--- config.mk ---
export PLATFORM = sky130hd
export DESIGN_NAME = wr_order_guard
export DESIGN_NICKNAME = d
export VERILOG_FILES = /design/src/rtl/wrg_pkg.sv /design/src/rtl/wrg_region_chk.sv /design/src/rtl/wrg_wr_hold.sv /design/src/rtl/wrg_issue.sv /design/src/rtl/wr_order_guard.sv
export SDC_FILE = /design/constraint.sdc
export NUM_CORES = 1
export LEC_CHECK = 0
export ABC_AREA = 1
export BUFFER_PORTS_ARGS = -buffer_cell sky130_fd_sc_hd__clkbuf_2
export CAP_MARGIN = 5
export CELL_PAD_IN_SITES_DETAIL_PLACEMENT = 1
export CELL_PAD_IN_SITES_GLOBAL_PLACEMENT = 2
export CORE_MARGIN = 2
export CORE_UTILIZATION = 32
export DETAILED_ROUTE_END_ITERATION = 12
export GPL_TIMING_DRIVEN = 0
export PLACE_DENSITY_LB_ADDON = 0.1
export SLEW_MARGIN = 10
export SYNTH_ARGS = -nofsm -noshare
export SYNTH_HDL_FRONTEND = slang
export SYNTH_SLANG_ARGS = --single-unit
--- constraint.sdc ---
create_clock -name clk -period 5.9 [get_ports clk]
set_input_delay 1.18 -clock clk [delete_from_list [all_inputs] [get_ports clk]]
set_output_delay 1.18 -clock clk [all_outputs]
set_load 0.01 [all_outputs]
--- src/rtl/wrg_pkg.sv ---
package wrg_pkg;
   typedef enum logic [1:0] {
      ISS_NONE = 2'd0,
      ISS_RD   = 2'd1,
      ISS_WR   = 2'd2
   } iss_sel_t;
endpackage

--- src/rtl/wrg_region_chk.sv ---
module wrg_region_chk #(
   parameter int AW     = 16,
   parameter int RSEL_W = 2,
   localparam int NREG  = 1 << RSEL_W
) (
   input  logic [AW-1:0]   addr,
   input  logic [NREG-1:0] prot_en,
   output logic            hit
);
   logic [RSEL_W-1:0] region;
   logic [NREG-1:0]   hit_vec;

   assign region = addr[AW-1 -: RSEL_W];

   for (genvar i = 0; i < NREG; i++) begin : g_reg
      assign hit_vec[i] = prot_en[i] && (region == RSEL_W'(i));
   end

   assign hit = |hit_vec;
endmodule

--- src/rtl/wrg_wr_hold.sv ---
module wrg_wr_hold #(
   parameter int AW = 16,
   parameter int DW = 16,
   parameter int TW = 4
) (
   input  logic          clk,
   input  logic          rst_n,
   input  logic          in_valid,
   output logic          in_ready,
   input  logic [AW-1:0] in_addr,
   input  logic [DW-1:0] in_data,
   input  logic [TW-1:0] in_tag,
   input  logic          pop,
   output logic          pend_v,
   output logic [AW-1:0] pend_addr,
   output logic [DW-1:0] pend_data,
   output logic [TW-1:0] pend_tag
);
   assign in_ready = !pend_v || pop;

   always_ff @(posedge clk or negedge rst_n) begin
      if (!rst_n) begin
         pend_v    <= 1'b0;
         pend_addr <= '0;
         pend_data <= '0;
         pend_tag  <= '0;
      end else begin
         if (in_valid && in_ready) begin
            pend_v    <= 1'b1;
            pend_addr <= in_addr;
            pend_data <= in_data;
            pend_tag  <= in_tag;
         end else if (pop) begin
            pend_v <= 1'b0;
         end
      end
   end


   wr_capture_chk: assert property (@(posedge clk) disable iff (!rst_n)
      (in_valid && in_ready) |=> (pend_v && pend_addr == $past(in_addr) && pend_tag == $past(in_tag)));


   pop_needs_entry_chk: assert property (@(posedge clk) disable iff (!rst_n)
      pop |-> pend_v);
endmodule

--- src/rtl/wrg_issue.sv ---
module wrg_issue
   import wrg_pkg::*;
#(
   parameter int TW = 4
) (
   input  logic          clk,
   input  logic          rst_n,
   input  logic          rd_valid,
   input  logic [TW-1:0] rd_tag,
   input  logic          rd_prot,
   input  logic          pend_v,
   input  logic [TW-1:0] pend_tag,
   input  logic          wr_prot,
   output iss_sel_t      sel,
   output logic          stall,
   output logic          rd_ready
);
   logic signed [TW-1:0] tag_diff;
   logic                 wr_older;

   assign tag_diff = $signed(rd_tag - pend_tag);
   assign wr_older = pend_v && (tag_diff > 0);

   always_comb begin
      sel      = ISS_NONE;
      stall    = 1'b0;
      rd_ready = 1'b0;
      if (rd_valid) begin
         if (wr_older && (rd_prot || wr_prot)) begin
            sel   = ISS_WR;
            stall = 1'b1;
         end else begin
            sel      = ISS_RD;
            rd_ready = 1'b1;
         end
      end else if (pend_v) begin
         sel = ISS_WR;
      end
   end


   older_read_free_chk: assert property (@(posedge clk) disable iff (!rst_n)
      (rd_valid && pend_v && !wr_older) |-> (!stall && rd_ready));


   unguarded_read_free_chk: assert property (@(posedge clk) disable iff (!rst_n)
      (rd_valid && !rd_prot && !wr_prot) |-> !stall);
endmodule

--- src/rtl/wr_order_guard.sv ---
module wr_order_guard
   import wrg_pkg::*;
#(
   parameter int AW     = 16,
   parameter int DW     = 16,
   parameter int TW     = 4,
   parameter int RSEL_W = 2,
   localparam int NREG  = 1 << RSEL_W,
   parameter logic [NREG-1:0] PROT_DEFAULT = NREG'(7)
) (
   input  logic            clk,
   input  logic            rst_n,
   input  logic            cfg_we,
   input  logic [NREG-1:0] cfg_prot_en,
   input  logic            wr_valid,
   output logic            wr_ready,
   input  logic [AW-1:0]   wr_addr,
   input  logic [DW-1:0]   wr_data,
   input  logic [TW-1:0]   wr_tag,
   input  logic            rd_valid,
   output logic            rd_ready,
   input  logic [AW-1:0]   rd_addr,
   input  logic [TW-1:0]   rd_tag,
   output logic            stall,
   output logic            bus_valid,
   output logic            bus_we,
   output logic [AW-1:0]   bus_addr,
   output logic [DW-1:0]   bus_wdata,
   output logic [TW-1:0]   bus_tag
);
   if (RSEL_W < 1 || RSEL_W > AW) begin : g_bad_rsel
      $error("wr_order_guard: RSEL_W must be 1..AW");
   end
   if (TW < 2) begin : g_bad_tw
      $error("wr_order_guard: TW must be at least 2");
   end

   logic [NREG-1:0] prot_q;
   logic            rd_prot, wr_prot;
   logic            pend_v;
   logic [AW-1:0]   pend_addr;
   logic [DW-1:0]   pend_data;
   logic [TW-1:0]   pend_tag;
   iss_sel_t        sel;

   always_ff @(posedge clk or negedge rst_n) begin
      if (!rst_n)      prot_q <= PROT_DEFAULT;
      else if (cfg_we) prot_q <= cfg_prot_en;
   end

   wrg_region_chk #(.AW(AW), .RSEL_W(RSEL_W)) u_rd_region (
      .addr(rd_addr), .prot_en(prot_q), .hit(rd_prot));

   wrg_region_chk #(.AW(AW), .RSEL_W(RSEL_W)) u_wr_region (
      .addr(pend_addr), .prot_en(prot_q), .hit(wr_prot));

   wrg_wr_hold #(.AW(AW), .DW(DW), .TW(TW)) u_hold (
      .clk(clk), .rst_n(rst_n),
      .in_valid(wr_valid), .in_ready(wr_ready),
      .in_addr(wr_addr), .in_data(wr_data), .in_tag(wr_tag),
      .pop(sel == ISS_WR),
      .pend_v(pend_v), .pend_addr(pend_addr),
      .pend_data(pend_data), .pend_tag(pend_tag));

   wrg_issue #(.TW(TW)) u_issue (
      .clk(clk), .rst_n(rst_n),
      .rd_valid(rd_valid), .rd_tag(rd_tag), .rd_prot(rd_prot),
      .pend_v(pend_v), .pend_tag(pend_tag), .wr_prot(wr_prot),
      .sel(sel), .stall(stall), .rd_ready(rd_ready));

   always_ff @(posedge clk or negedge rst_n) begin
      if (!rst_n) begin
         bus_valid <= 1'b0;
         bus_we    <= 1'b0;
         bus_addr  <= '0;
         bus_wdata <= '0;
         bus_tag   <= '0;
      end else begin
         bus_valid <= (sel != ISS_NONE);
         case (sel)
            ISS_RD: begin
               bus_we    <= 1'b0;
               bus_addr  <= rd_addr;
               bus_wdata <= '0;
               bus_tag   <= rd_tag;
            end
            ISS_WR: begin
               bus_we    <= 1'b1;
               bus_addr  <= pend_addr;
               bus_wdata <= pend_data;
               bus_tag   <= pend_tag;
            end
            default: bus_we <= 1'b0;
         endcase
      end
   end


   stall_issues_write_chk: assert property (@(posedge clk) disable iff (!rst_n)
      stall |=> (bus_valid && bus_we && bus_tag == $past(pend_tag)));


   stall_blocks_read_chk: assert property (@(posedge clk) disable iff (!rst_n)
      stall |-> (rd_valid && !rd_ready));


   rd_accept_on_bus_chk: assert property (@(posedge clk) disable iff (!rst_n)
      (rd_valid && rd_ready) |=> (bus_valid && !bus_we && bus_addr == $past(rd_addr)
                                  && bus_tag == $past(rd_tag)));


   idle_bus_chk: assert property (@(posedge clk) disable iff (!rst_n)
      (!rd_valid && !pend_v) |=> !bus_valid);
endmodule

==> impl_results.html, run 1 <==
<table>
<tr><th>Metric</th><th>Value</th></tr>
<tr><th colspan="2">Floorplan</th></tr>
<tr><td>Die height</td><td>109.2 um</td></tr>
<tr><td>Effective utilization at floorplan</td><td>32.70%</td></tr>
<tr><td>Row count</td><td>38</td></tr>
<tr><td>Die span in x</td><td>109.2 um</td></tr>
<tr><td>Area of the core region</td><td>0.01084 mm2</td></tr>
<tr><td>Die Outline Area</td><td>0.01193 mm2</td></tr>
<tr><td>Total I/O pin count</td><td>106</td></tr>
<tr><th colspan="2">Placed design</th></tr>
<tr><td>Place WS</td><td>1722 ps</td></tr>
<tr><td>Final weighted congestion of routability-driven global placement</td><td>0.7676</td></tr>
<tr><td>IO Port Bufs</td><td>103</td></tr>
<tr><td>HPWL after detailed placement</td><td>7148 um</td></tr>
<tr><th colspan="2">Timing</th></tr>
<tr><td>Worst Setup Slack, final</td><td>1744 ps</td></tr>
<tr><td>Period utilization</td><td>70.44%</td></tr>
<tr><td>Setup tns final</td><td>0 ps</td></tr>
<tr><td>Setup repair after global routing missed its margin</td><td>no</td></tr>
<tr><td>Final Hold Fails</td><td>0</td></tr>
<tr><td>Highest clock rate</td><td>0.2406 GHz</td></tr>
<tr><td>Endpoints failing setup</td><td>0</td></tr>
<tr><td>Shortest period the worst path allows</td><td>4156 ps</td></tr>
<tr><td>Clk_skew</td><td>9.517 ps</td></tr>
<tr><td>Worst slew pin tran</td><td>538.6 ps</td></tr>
<tr><td>Number of max-slew violations in the final report</td><td>0</td></tr>
<tr><td>Relative slew slack</td><td>64.09%</td></tr>
<tr><th colspan="2">CTS</th></tr>
<tr><td>Number of gates given a new drive strength after cts</td><td>0</td></tr>
<tr><td>Register clock-pin slew on the reported worst setup and hold paths</td><td>80 ps</td></tr>
<tr><td># H-tree levels</td><td>3</td></tr>
<tr><td>CTS tree</td><td>yes</td></tr>
<tr><td>Post-cts hold buffer count</td><td>0</td></tr>
<tr><td>Buffer cell driving the clock tree root</td><td>clkbuf_8</td></tr>
<tr><td>Buffers inserted by post-CTS timing repair</td><td>0</td></tr>
<tr><td>Clock insertion delay at the later pin of the skew report</td><td>350 ps</td></tr>
<tr><td>Clock sink count</td><td>79</td></tr>
<tr><td>TritonCTS buffer count</td><td>9</td></tr>
<tr><td>Maximum buffer depth of the clock tree</td><td>2</td></tr>
<tr><th colspan="2">Power</th></tr>
<tr><td>Clock power share</td><td>25.3%</td></tr>
<tr><td>Switching fraction of total power</td><td>34.02%</td></tr>
<tr><td>Power per cell area</td><td>358.0 mW/mm2</td></tr>
<tr><td>Worst VDD drop</td><td>115.4 uV</td></tr>
<tr><td>Portion of total power attributed to combinational logic</td><td>28.3%</td></tr>
<tr><td>Leakage power of the design</td><td>2.477 nW</td></tr>
<tr><td>Flop pwr share</td><td>46.5%</td></tr>
<tr><td>P_int</td><td>1.052 mW</td></tr>
<tr><td>Switching Power</td><td>0.5427 mW</td></tr>
<tr><th colspan="2">Worst setup path</th></tr>
<tr><td>Cell type group with the largest total delay on the critical path</td><td>buffers and inverters</td></tr>
<tr><td>Series of cell instances along the critical path</td><td>clkbuf_2 -&gt; inv_1 -&gt; ha_1 -&gt; inv_1 -&gt; fa_1 -&gt; nor2_1 -&gt; nand3_1 -&gt; nand2_1 -&gt; inv_1 -&gt; nand3_4 -&gt; nand3_2 -&gt; buf_2 -&gt; clkbuf_2</td></tr>
<tr><td>Crit Path Category</td><td>in -&gt; out</td></tr>
<tr><td>Capturing element type of the critical path</td><td>output port</td></tr>
<tr><td>Critical path's largest stage delay</td><td>410 ps</td></tr>
<tr><td>Cell mode on critical path</td><td>inv_1</td></tr>
<tr><td>Critical path arrival</td><td>2980 ps</td></tr>
<tr><td>Critical Path Slowest Stage Cell</td><td>fa_1</td></tr>
<tr><td>Data required time at the worst endpoint</td><td>4720 ps</td></tr>
<tr><td>Category of the worst setup path launch point</td><td>primary input</td></tr>
<tr><td>Top fanout value on the critical path</td><td>10</td></tr>
<tr><td>Number of buffer and inverter instances along the worst setup path</td><td>6</td></tr>
<tr><th colspan="2">Final layout</th></tr>
<tr><td>Fraction of layout instances using a drive strength above 1</td><td>29.70%</td></tr>
<tr><td>Relative area change from synthesis to final layout</td><td>25.70%</td></tr>
<tr><td>Diodes inserted</td><td>0</td></tr>
<tr><td>Layout Nets</td><td>596</td></tr>
<tr><td>Final standard cell utilization of the core</td><td>41.10%</td></tr>
<tr><th colspan="2">Yosys</th></tr>
<tr><td>Post-Syn Area per Cell</td><td>8.604 um2</td></tr>
<tr><td>Post-synth design cell area</td><td>0.003545 mm2</td></tr>
<tr><td>Number of unique standard cell types used by synthesis</td><td>24</td></tr>
<tr><td>Library cell occupying the most area in the post-synthesis netlist</td><td>dfrtp_1</td></tr>
<tr><td>Seq/Total Area, Yosys</td><td>55.88%</td></tr>
<tr><td>Share of the synthesized area in the top cell type</td><td>53.65%</td></tr>
<tr><td>Yosys warns</td><td>0</td></tr>
<tr><td>Post-synthesis net count</td><td>481</td></tr>
<tr><td>Synthesized netlist cell count</td><td>412</td></tr>
<tr><td>Synth area leaders</td><td>dfrtp_1 (54%), nand2_1 (18%), nand3_1 (8.6%)</td></tr>
<tr><td>Synth Register Bits</td><td>79</td></tr>
<tr><th colspan="2">Detailed routing</th></tr>
<tr><td>DR vias/cell</td><td>4.643</td></tr>
<tr><td>Violation count after the first detailed-routing iteration</td><td>87</td></tr>
<tr><td>Top metal layer carrying routed signals</td><td>met4</td></tr>
<tr><td>Met2 wire len</td><td>4676 um</td></tr>
<tr><td>Remaining antenna violation count</td><td>0</td></tr>
<tr><td>Routed metal-1 wirelength</td><td>4366 um</td></tr>
<tr><td>Drc violations</td><td>0</td></tr>
<tr><td>Total routed wirelength</td><td>9652 um</td></tr>
<tr><td>Count of vias placed by the detailed router</td><td>3120</td></tr>
<tr><td>First-pass iteration count of the detailed router</td><td>4</td></tr>
<tr><td>Routed WL per cell</td><td>14.36 um</td></tr>
<tr><td>Metal3 WL</td><td>438 um</td></tr>
<tr><th colspan="2">Global route</th></tr>
<tr><td>GRT Util Overall</td><td>17.80%</td></tr>
<tr><td>Initial antenna violation count</td><td>0</td></tr>
<tr><td>Wire length of the first global-routing pass</td><td>15970 um</td></tr>
<tr><td>Number of global-route vias before repair</td><td>3251</td></tr>
<tr><td>Global route total overflow</td><td>0</td></tr>
<tr><td>Pin count of the biggest net entering global routing</td><td>57</td></tr>
<tr><th colspan="2">Hold path</th></tr>
<tr><td>Worst min path class</td><td>reg -&gt; reg</td></tr>
<tr><th colspan="2">Outcome</th></tr>
<tr><td>Run status</td><td>finished, final reports clean</td></tr>
<tr><th colspan="2">Run</th></tr>
<tr><td>Max capacitance violation total</td><td>0</td></tr>
</table>
==> tightest hold or removal path: stages, from the launching register on <==
cell     delay [ps]
dfrtp_1         350
nand2_1          50
nand2_1          40
==> sequential cells by signal, indices dropped and copies added, names as in the netlist <==
| register | flops |
|---|---|
| bus_valid | 1 |
| bus_tag | 4 |
| u_hold.pend_v | 1 |
| prot_q | 4 |
| bus_addr | 16 |
| bus_wdata | 16 |
| bus_we | 1 |
| u_hold.pend_tag | 4 |
| u_hold.pend_data | 16 |
| u_hold.pend_addr | 16 |
==> cell usage after synthesis <==
library cell	count
inv_1	15
dfrtp_1	76
nor2_2	1
a21oi_1	1
nand3_4	1
inv_4	1
nand3_1	61
clkbuf_1	4
buf_1	4
ha_1	3
nor2_1	28
fa_1	1
nand2_4	3
buf_4	4
nand3_2	1
mux2_2	4
dfstp_2	3
nand3b_1	9
or2_0	2
or2_2	11
nand2_1	168
buf_2	4
buf_6	4
inv_2	3
==> metal layers <==
metal	vias up	global-route usage [%]
met4	0	7.324
li1	1523	-
met2	70	30.26
met1	1516	22.20
met3	11	3.407
met5	-	0
==> area by class of cell <==
cell class	count	area (um2)
clock inverter	4	45.04
tap	140	175.2
timing repair buffer	104	545.5
sequential	79	1981
inverter	19	73.82
fill	1336	6385
buffer	20	125.1
multi-input combinational	294	1365
clock buffer	12	145.1
==> cell usage in the layout, fill, tap and decap left out, types with 4 or more instances in the layout <==
cell type	count
buf_1	4
buf_2	4
buf_4	4
buf_6	4
clkbuf_1	6
clkbuf_2	102
clkbuf_8	10
dfrtp_1	76
inv_1	15
mux2_2	4
nand2_1	168
nand3_1	61
nand3b_1	9
nor2_1	28
or2_2	11
==> stage by stage <==
stage               std cells  instance area [um2]  power, mW  hold WS, ps
CTS                       672                 4456      1.631        478.7
detailed placement        656                 4265      1.218        459.3
global placement          655                 4235      1.201        451.8
finish                    672                 4456      1.595        473.3
floorplan                 412                 3545      1.016        442.2
global route              672                 4456      1.719        492.1
==> worst paths after layout <==
check                                          from                   end  slack (ps)  cells past startpoint
worst min register to register  u_hold.pend_data[4]   u_hold.pend_data[4]         470                      2
max in group asynchronous                     rst_n   u_hold.pend_addr[2]        4550                      2
worst max-delay path                      rd_tag[0]              wr_ready        1740                     13
min in group asynchronous                     rst_n             prot_q[3]         760                      1
worst min-delay path            u_hold.pend_data[4]   u_hold.pend_data[4]         470                      2
worst max register to register   u_hold.pend_tag[0]  u_hold.pend_addr[15]        3600                     13
==> cells by family (layout without fill, tap and decap cells) <==
group,after synthesis,count (layout),synth area share [%]
compound gates,1,1,0.1411
fa+ha+maj,4,4,1.624
buf+inv,39,159,5.612
flops,79,79,55.88
mux,4,4,1.271
simple gates,285,285,35.47
==> power groups by stage <==
| stage | registers (mW) | logic [mW] | clock network [mW] |
|---|---|---|---|
| 2_1_floorplan | 0.772 | 0.244 | 0 |
| 5_1_grt | 0.759 | 0.520 | 0.440 |
| 4_1_cts | 0.743 | 0.467 | 0.420 |
| 3_3_place_gp | 0.748 | 0.452 | 0 |
| 3_5_place_dp | 0.753 | 0.465 | 0 |
| 6_report | 0.741 | 0.451 | 0.403 |
Power figures use the tool's default switching activity.
==> run 2: changes to the inputs <==
--- a/config.mk
+++ b/config.mk
@@ -11,7 +11,7 @@
 export CELL_PAD_IN_SITES_DETAIL_PLACEMENT = 1
 export CELL_PAD_IN_SITES_GLOBAL_PLACEMENT = 2
 export CORE_MARGIN = 2
-export CORE_UTILIZATION = 32
+export CORE_UTILIZATION = 27
 export DETAILED_ROUTE_END_ITERATION = 12
 export GPL_TIMING_DRIVEN = 0
 export PLACE_DENSITY_LB_ADDON = 0.1
==> constraint.sdc (replaced) <==
create_clock -name clk -period 3.8 [get_ports clk]
set_input_delay 0.76 -clock clk [delete_from_list [all_inputs] [get_ports clk]]
set_output_delay 0.76 -clock clk [all_outputs]
set_load 0.01 [all_outputs]
==> run 2 against run 1 <==
First-iteration DRC count up 46%. Non-clock buffer count unchanged. Sequential power up 57%. Clock skew down 4.8 ps. Design area up 3.5%. Combinational power up 58%. Hold slack worse by 24 ps. Clock power up 130%. Critical path depth unchanged. Core utilization down 4.9 points. Critical endpoint unchanged. Largest cell class unchanged.
==> impl_results.html, run 2 (same netlist as run 1, synthesis figures left out) <==
<table>
<tr><th>Metric</th><th>Value</th></tr>
<tr><th colspan="2">Outcome</th></tr>
<tr><td>Run status</td><td>finished, final reports clean</td></tr>
<tr><th colspan="2">Worst setup path</th></tr>
<tr><td>Cell type group with the largest total delay on the critical path</td><td>buffers and inverters</td></tr>
<tr><td>Category of the worst setup path launch point</td><td>primary input</td></tr>
<tr><td>Number of buffer and inverter instances along the worst setup path</td><td>6 (unchanged)</td></tr>
<tr><td>Launching point of the worst reg2reg path</td><td>u_hold.pend_tag[0]</td></tr>
<tr><td>Critical Path Slowest Stage Cell</td><td>fa_1</td></tr>
<tr><td>Capturing element type of the critical path</td><td>output port</td></tr>
<tr><td>Critical path launch point</td><td>rd_tag[0]</td></tr>
<tr><td>Critical path's largest stage delay</td><td>480 ps (+70 ps)</td></tr>
<tr><td>Critical path arrival</td><td>2560 ps (-420 ps)</td></tr>
<tr><td>Top fanout value on the critical path</td><td>10 (unchanged)</td></tr>
<tr><td>Crit Path Category</td><td>in -&gt; out</td></tr>
<tr><td>Series of cell instances along the critical path</td><td>clkbuf_2 -&gt; inv_1 -&gt; ha_1 -&gt; inv_1 -&gt; fa_1 -&gt; nor2_1 -&gt; nand3_1 -&gt; nand2_1 -&gt; inv_1 -&gt; nand3_4 -&gt; nand3_2 -&gt; buf_2 -&gt; clkbuf_2</td></tr>
<tr><td>Data required time at the worst endpoint</td><td>3040 ps (-1680 ps)</td></tr>
<tr><td>Cell mode on critical path</td><td>inv_1</td></tr>
<tr><th colspan="2">Global route</th></tr>
<tr><td>Global route total overflow</td><td>0 (unchanged)</td></tr>
<tr><td>Met2 GRT Util</td><td>25.93% (-4.3 points)</td></tr>
<tr><td>Pin count of the biggest net entering global routing</td><td>42 (-26%)</td></tr>
<tr><td>GR met1 Demand/Resource</td><td>20.89% (-1.3 points)</td></tr>
<tr><td>Initial antenna violation count</td><td>0 (unchanged)</td></tr>
<tr><td>GRT Util Overall</td><td>16.20% (-1.6 points)</td></tr>
<tr><td>GRT busiest layer</td><td>met2</td></tr>
<tr><td>Wire length of the first global-routing pass</td><td>17480 um (+9.5%)</td></tr>
<tr><td>Number of global-route vias before repair</td><td>3285 (+1.0%)</td></tr>
<tr><td>Met3 Usage GRT</td><td>3.571% (+0.16 points)</td></tr>
<tr><th colspan="2">Timing</th></tr>
<tr><td>Clk_skew</td><td>4.678 ps (-4.840 ps)</td></tr>
<tr><td>Highest clock rate</td><td>0.3016 GHz</td></tr>
<tr><td>Worst slew pin tran</td><td>614.4 ps (+75.84 ps)</td></tr>
<tr><td>Number of max-slew violations in the final report</td><td>0 (unchanged)</td></tr>
<tr><td>Setup repair after global routing missed its margin</td><td>no</td></tr>
<tr><td>Period utilization</td><td>87.26%</td></tr>
<tr><td>Relative slew slack</td><td>59.04% (-5.1 points)</td></tr>
<tr><td>Final Hold Fails</td><td>0 (unchanged)</td></tr>
<tr><td>Setup tns final</td><td>0 ps (unchanged)</td></tr>
<tr><td>Endpoints failing setup</td><td>0 (unchanged)</td></tr>
<tr><td>Shortest period the worst path allows</td><td>3316 ps</td></tr>
<tr><th colspan="2">Final layout</th></tr>
<tr><td>Layout fillers</td><td>1597 (+20%)</td></tr>
<tr><td>Relative area change from synthesis to final layout</td><td>30.07%</td></tr>
<tr><td>Layout Nets</td><td>596 (unchanged)</td></tr>
<tr><td>Leading cell types in the layout, fill and taps excluded</td><td>nand2_1 (168), clkbuf_2 (102), dfrtp_1 (76), nand3_1 (61), nor2_1 (28)</td></tr>
<tr><td>Final std cell area, no fill</td><td>0.004611 mm2 (+3.5%)</td></tr>
<tr><td>Most frequent standard cell in the layout excluding fill and tap cells</td><td>nand2_1</td></tr>
<tr><td>Fraction of layout instances using a drive strength above 1</td><td>29.76% (+0.056 points)</td></tr>
<tr><td>Diodes inserted</td><td>0 (unchanged)</td></tr>
<tr><th colspan="2">CTS</th></tr>
<tr><td>Buffer cell driving the clock tree root</td><td>clkbuf_16</td></tr>
<tr><td>TritonCTS buffer count</td><td>9 (unchanged)</td></tr>
<tr><td>Post-cts hold buffer count</td><td>0 (unchanged)</td></tr>
<tr><td>Number of gates given a new drive strength after cts</td><td>0 (unchanged)</td></tr>
<tr><td>CTS tree</td><td>yes</td></tr>
<tr><td>Buffers inserted by post-CTS timing repair</td><td>0 (unchanged)</td></tr>
<tr><td># H-tree levels</td><td>3 (unchanged)</td></tr>
<tr><td>Maximum buffer depth of the clock tree</td><td>2 (unchanged)</td></tr>
<tr><td>Clock sink count</td><td>79 (unchanged)</td></tr>
<tr><td>Register clock-pin slew on the reported worst setup and hold paths</td><td>60 ps (-20 ps)</td></tr>
<tr><td>Clock insertion delay at the later pin of the skew report</td><td>340 ps (about the same)</td></tr>
<tr><th colspan="2">Detailed routing</th></tr>
<tr><td>Count of vias placed by the detailed router</td><td>3039 (-2.6%)</td></tr>
<tr><td>Total routed wirelength</td><td>10540 um (+9.1%)</td></tr>
<tr><td>Routed WL per cell</td><td>14.99 um (+4.3%)</td></tr>
<tr><td>DR vias/cell</td><td>4.323 (-6.9%)</td></tr>
<tr><td>Remaining antenna violation count</td><td>0 (unchanged)</td></tr>
<tr><td>Violation count after the first detailed-routing iteration</td><td>127 (+46%)</td></tr>
<tr><td>First-pass iteration count of the detailed router</td><td>4 (unchanged)</td></tr>
<tr><td>Drc violations</td><td>0 (unchanged)</td></tr>
<tr><th colspan="2">Hold path</th></tr>
<tr><td>Worst min path class</td><td>in -&gt; async</td></tr>
<tr><th colspan="2">Placed design</th></tr>
<tr><td>Final weighted congestion of routability-driven global placement</td><td>0.7209 (-6.1%)</td></tr>
<tr><td>IO Port Bufs</td><td>103 (unchanged)</td></tr>
<tr><td>HPWL after detailed placement</td><td>7508 um (+5.0%)</td></tr>
<tr><td>Instance area after placement</td><td>0.004298 mm2 (+0.76%)</td></tr>
<tr><th colspan="2">Floorplan</th></tr>
<tr><td>Area of the core region</td><td>0.01272 mm2 (+17%)</td></tr>
<tr><td>Total I/O pin count</td><td>106 (unchanged)</td></tr>
<tr><td>Die span in x</td><td>118.6 um (+8.5%)</td></tr>
<tr><td>Row count</td><td>41 (+7.9%)</td></tr>
<tr><td>Effective utilization at floorplan</td><td>27.86% (-4.8 points)</td></tr>
<tr><td>Die height</td><td>118.6 um (+8.5%)</td></tr>
<tr><td>Die Outline Area</td><td>0.01406 mm2 (+18%)</td></tr>
<tr><th colspan="2">Power</th></tr>
<tr><td>Power per cell area</td><td>607.5 mW/mm2 (+70%)</td></tr>
<tr><td>Leakage power of the design</td><td>2.529 nW (+2.1%)</td></tr>
<tr><td>Worst VDD drop</td><td>218.9 uV (+90%)</td></tr>
<tr><th colspan="2">Run</th></tr>
<tr><td>Max capacitance violation total</td><td>0 (unchanged)</td></tr>
</table>
## run 2: changes by cell type in the layout (fill, tap and decap cells not counted), sizes merged
cell,change
clkinv,-1
clkbuf,-1
bufinv,+1
## run 2: power by group
group | total (mW) | switching [mW] | internal, mW
Clock | 0.933 | 0.345 | 0.588
Sequential | 1.16 | 0.117 | 1.04
Combinational | 0.712 | 0.435 | 0.277
Total | 2.80 | 0.897 | 1.90
## run 2: final timing paths
path                            slack (ps)              endpoint  depth (start not counted)
min in group clk                       470         bus_wdata[15]                          2
worst max-delay path                   480              wr_ready                         13
worst min-delay path                   450             prot_q[3]                          1
max in group asynchronous             2720  u_hold.pend_data[15]                          2
worst max register to register        1510  u_hold.pend_data[11]                         13
worst min register to register         470         bus_wdata[15]                          2
## run 2: per-stage QoR
stage / power (mW) / utilization [%] / setup WS (ps) / hold slack (ps) / std cells
after floorplan: 1.577 / - / 889.8 / 442.2 / 412
after global placement: 1.881 / 33.61 / 452.4 / 451.8 / 687
after detailed placement: 1.901 / 33.78 / 447.6 / 459.7 / 688
after CTS: 2.857 / 36.24 / 440.8 / 472.7 / 703
after global routing: 2.997 / 36.24 / 326.0 / 481.4 / 703
final: 2.801 / 36.24 / 484.0 / 449.2 / 703
## run 2: per-layer routing
layer,wire length [um],part of all wire [%]
met5,0,0
met4,200,1.9
met3,465,4.4
met2,4848,46
met1,5020,48
## run 2: layout make-up
class,count,area [um2],share of cell area [%]
Timing Repair Buffer,104,538.0,11.67
Buffer,20,125.1,2.714
Clock inverter,4,70.07,1.520
Clock buffer,11,242.7,5.265
Inverter,19,73.82,1.601
Sequential cell,79,1981,42.96
Tap cell,172,215.2,4.668
Multi-Input combinational cell,294,1365,29.61
==> run 3: changes to the inputs <==
--- a/config.mk
+++ b/config.mk
@@ -11,7 +11,8 @@
 export CELL_PAD_IN_SITES_DETAIL_PLACEMENT = 1
 export CELL_PAD_IN_SITES_GLOBAL_PLACEMENT = 2
 export CORE_MARGIN = 2
-export CORE_UTILIZATION = 27
+export CORE_UTILIZATION = 28
+export CTS_BUF_LIST = sky130_fd_sc_hd__clkbuf_8
 export DETAILED_ROUTE_END_ITERATION = 12
 export GPL_TIMING_DRIVEN = 0
 export PLACE_DENSITY_LB_ADDON = 0.1
@@ -19,3 +20,4 @@
 export SYNTH_ARGS = -nofsm -noshare
 export SYNTH_HDL_FRONTEND = slang
 export SYNTH_SLANG_ARGS = --single-unit
+export TNS_END_PERCENT = 30
==> run 3 against run 2 <==
Final cell count grew 0.14%. Hold slack gained 7.7 ps. Critical path depth is the same. Non-clock buffer count is the same. Clock skew is essentially flat. Largest cell class unchanged. Largest power group unchanged.
==> impl_results.html, run 3 (same netlist as run 1, synthesis figures left out) <==
<table>
<tr><th>Metric</th><th>Value</th></tr>
<tr><th colspan="2">Outcome</th></tr>
<tr><td>Run status</td><td>finished, final reports clean</td></tr>
<tr><th colspan="2">Detailed routing</th></tr>
<tr><td>DR vias/cell</td><td>4.337 (+0.32%)</td></tr>
<tr><td>Drc violations</td><td>0 (unchanged)</td></tr>
<tr><td>Count of vias placed by the detailed router</td><td>3053 (+0.46%)</td></tr>
<tr><td>First-pass iteration count of the detailed router</td><td>4 (unchanged)</td></tr>
<tr><td>Violation count after the first detailed-routing iteration</td><td>128 (+0.79%)</td></tr>
<tr><td>Total routed wirelength</td><td>10250 um (-2.7%)</td></tr>
<tr><td>Remaining antenna violation count</td><td>0 (unchanged)</td></tr>
<tr><td>Routed WL per cell</td><td>14.56 um (-2.8%)</td></tr>
<tr><th colspan="2">Worst setup path</th></tr>
<tr><td>Category of the worst setup path launch point</td><td>primary input</td></tr>
<tr><td>Data required time at the worst endpoint</td><td>3040 ps (about the same)</td></tr>
<tr><td>Register-to-Register Path Depth</td><td>13 (unchanged)</td></tr>
<tr><td>Critical path arrival</td><td>2580 ps (+20 ps)</td></tr>
<tr><td>Launching point of the worst reg2reg path</td><td>u_hold.pend_tag[0]</td></tr>
<tr><td>R2r setup slk</td><td>1520 ps (about the same)</td></tr>
<tr><td>End of the worst register-to-register path</td><td>u_hold.pend_tag[1]</td></tr>
<tr><td>Critical path destination</td><td>wr_ready</td></tr>
<tr><td>Top fanout value on the critical path</td><td>10 (unchanged)</td></tr>
<tr><td>Critical path launch point</td><td>rd_tag[0]</td></tr>
<tr><td>Crit Path Category</td><td>in -&gt; out</td></tr>
<tr><td>Capturing element type of the critical path</td><td>output port</td></tr>
<tr><th colspan="2">CTS</th></tr>
<tr><td>TritonCTS buffer count</td><td>9 (unchanged)</td></tr>
<tr><td>CTS tree</td><td>yes</td></tr>
<tr><td>Post-cts hold buffer count</td><td>0 (unchanged)</td></tr>
<tr><td>Maximum buffer depth of the clock tree</td><td>2 (unchanged)</td></tr>
<tr><td>Clock sink count</td><td>79 (unchanged)</td></tr>
<tr><td>Number of gates given a new drive strength after cts</td><td>0 (unchanged)</td></tr>
<tr><td># H-tree levels</td><td>3 (unchanged)</td></tr>
<tr><td>Buffer cell driving the clock tree root</td><td>clkbuf_8</td></tr>
<tr><td>Register clock-pin slew on the reported worst setup and hold paths</td><td>80 ps (+20 ps)</td></tr>
<tr><td>Clock insertion delay at the later pin of the skew report</td><td>360 ps (+20 ps)</td></tr>
<tr><td>Buffers inserted by post-CTS timing repair</td><td>0 (unchanged)</td></tr>
<tr><th colspan="2">Power</th></tr>
<tr><td>Leakage power of the design</td><td>2.496 nW (-1.3%)</td></tr>
<tr><td>Worst VDD drop</td><td>181.4 uV (-17%)</td></tr>
<tr><td>Total Power</td><td>2.574 mW (-8.1%)</td></tr>
<tr><td>Power per cell area</td><td>569.1 mW/mm2 (-6.3%)</td></tr>
<tr><th colspan="2">Final layout</th></tr>
<tr><td>Relative area change from synthesis to final layout</td><td>27.57%</td></tr>
<tr><td>Layout Nets</td><td>596 (unchanged)</td></tr>
<tr><td>Count of placed standard cells in the final layout, fillers left out</td><td>704 (+0.14%)</td></tr>
<tr><td>Final standard cell utilization of the core</td><td>36.27% (about the same)</td></tr>
<tr><td>Leading cell types in the layout, fill and taps excluded</td><td>nand2_1 (168), clkbuf_2 (102), dfrtp_1 (76), nand3_1 (61), nor2_1 (28)</td></tr>
<tr><td>Fraction of layout instances using a drive strength above 1</td><td>29.70% (-0.056 points)</td></tr>
<tr><td>Most frequent standard cell in the layout excluding fill and tap cells</td><td>nand2_1</td></tr>
<tr><td>Diodes inserted</td><td>0 (unchanged)</td></tr>
<tr><th colspan="2">Timing</th></tr>
<tr><td>Highest clock rate</td><td>0.2996 GHz (-0.67%)</td></tr>
<tr><td>Relative slew slack</td><td>54.54% (-4.5 points)</td></tr>
<tr><td>Shortest period the worst path allows</td><td>3338 ps (+22.29 ps)</td></tr>
<tr><td>Setup tns final</td><td>0 ps (unchanged)</td></tr>
<tr><td>Clk_skew</td><td>5.124 ps (+0.4463 ps)</td></tr>
<tr><td>Setup repair after global routing missed its margin</td><td>no</td></tr>
<tr><td>Final Hold Fails</td><td>0 (unchanged)</td></tr>
<tr><td>Endpoints failing setup</td><td>0 (unchanged)</td></tr>
<tr><td>Worst Setup Slack, final</td><td>461.7 ps (-22.29 ps)</td></tr>
<tr><td>Worst slew pin tran</td><td>681.9 ps (+67.48 ps)</td></tr>
<tr><td>Period utilization</td><td>87.85% (+0.59 points)</td></tr>
<tr><td>Number of max-slew violations in the final report</td><td>0 (unchanged)</td></tr>
<tr><th colspan="2">Global route</th></tr>
<tr><td>Pin count of the biggest net entering global routing</td><td>47 (+12%)</td></tr>
<tr><td>Global route total overflow</td><td>0 (unchanged)</td></tr>
<tr><td>Initial antenna violation count</td><td>0 (unchanged)</td></tr>
<tr><td>Number of global-route vias before repair</td><td>3191 (-2.9%)</td></tr>
<tr><td>GRT Util Overall</td><td>16.39% (+0.19 points)</td></tr>
<tr><td>Wire length of the first global-routing pass</td><td>16480 um (-5.7%)</td></tr>
<tr><th colspan="2">Floorplan</th></tr>
<tr><td>Area of the core region</td><td>0.01247 mm2 (-2.0%)</td></tr>
<tr><td>Row count</td><td>41 (unchanged)</td></tr>
<tr><td>Effective utilization at floorplan</td><td>28.44% (+0.57 points)</td></tr>
<tr><td>Die span in x</td><td>116.5 um (-1.7%)</td></tr>
<tr><td>Die Outline Area</td><td>0.01358 mm2 (-3.5%)</td></tr>
<tr><td>Total I/O pin count</td><td>106 (unchanged)</td></tr>
<tr><td>Die height</td><td>116.5 um (-1.7%)</td></tr>
<tr><th colspan="2">Placed design</th></tr>
<tr><td>Final weighted congestion of routability-driven global placement</td><td>0.7340 (+1.8%)</td></tr>
<tr><td>Total placed cells including tap cells</td><td>688 (unchanged)</td></tr>
<tr><td>Place WS</td><td>439.4 ps (-8.154 ps)</td></tr>
<tr><td>HPWL after detailed placement</td><td>7430 um (-1.0%)</td></tr>
<tr><td>IO Port Bufs</td><td>103 (unchanged)</td></tr>
<tr><th colspan="2">Hold path</th></tr>
<tr><td>Worst min path class</td><td>in -&gt; async</td></tr>
<tr><th colspan="2">Run</th></tr>
<tr><td>Max capacitance violation total</td><td>0 (unchanged)</td></tr>
</table>
[run 3: power by group]
part / internal (mW) / leakage [nW] / switching (mW)
combinational: 0.277 / 1.41 / 0.431
clock: 0.400 / 0.122 / 0.316
sequential: 1.04 / 0.963 / 0.112
[run 3: worst max-delay path, cell delays in order]
cell and delay, ps:
clkbuf_2 80, inv_1 60, ha_1 140, inv_1 50, fa_1 480, nor2_1 50
nand3_1 60, nand2_1 60, inv_1 90, nand3_4 150, nand3_2 160, buf_2 260
clkbuf_2 170
[run 3: through the flow]
step | cell area (um2) | hold slack, ps
floorplan | 3545 | 442.2
global placement | 4275 | 452.0
detailed placement | 4298 | 458.6
CTS | 4522 | 472.1
global route | 4522 | 497.2
finish | 4522 | 457.0
[run 3: worst min path at each step]
stage | start | end | slack, ps | cells past startpoint
after floorplan | u_hold.pend_data[0] | bus_wdata[0] | 440 | 2
final | rst_n | bus_addr[10] | 460 | 1
after global routing | rst_n | prot_q[3] | 500 | 1
after global placement | u_hold.pend_data[4] | bus_wdata[4] | 450 | 2
after detailed placement | u_hold.pend_data[4] | bus_wdata[4] | 460 | 2
after CTS | rst_n | prot_q[3] | 470 | 1
[run 3: metal layers]
layer / track usage, % / share of wire (%) / vias to the layer above
li1: - / - / 1516
met1: 21.10 / 47 / 1462
met2: 26.74 / 47 / 65
met3: 4.670 / 5.4 / 10
met4: 5.238 / 1.3 / 0
met5: 0 / 0 / -
[run 3: cell type report]
class | instances | area (um2)
fillers | 1553 | 7944
flip-flops and latches | 79 | 1981
multi-input cells | 294 | 1365
repair buffers | 104 | 538.0
well taps | 172 | 215.2
clock buffers | 11 | 151.4
plain buffers | 20 | 125.1
inverters | 19 | 73.82
clock inverters | 5 | 72.57
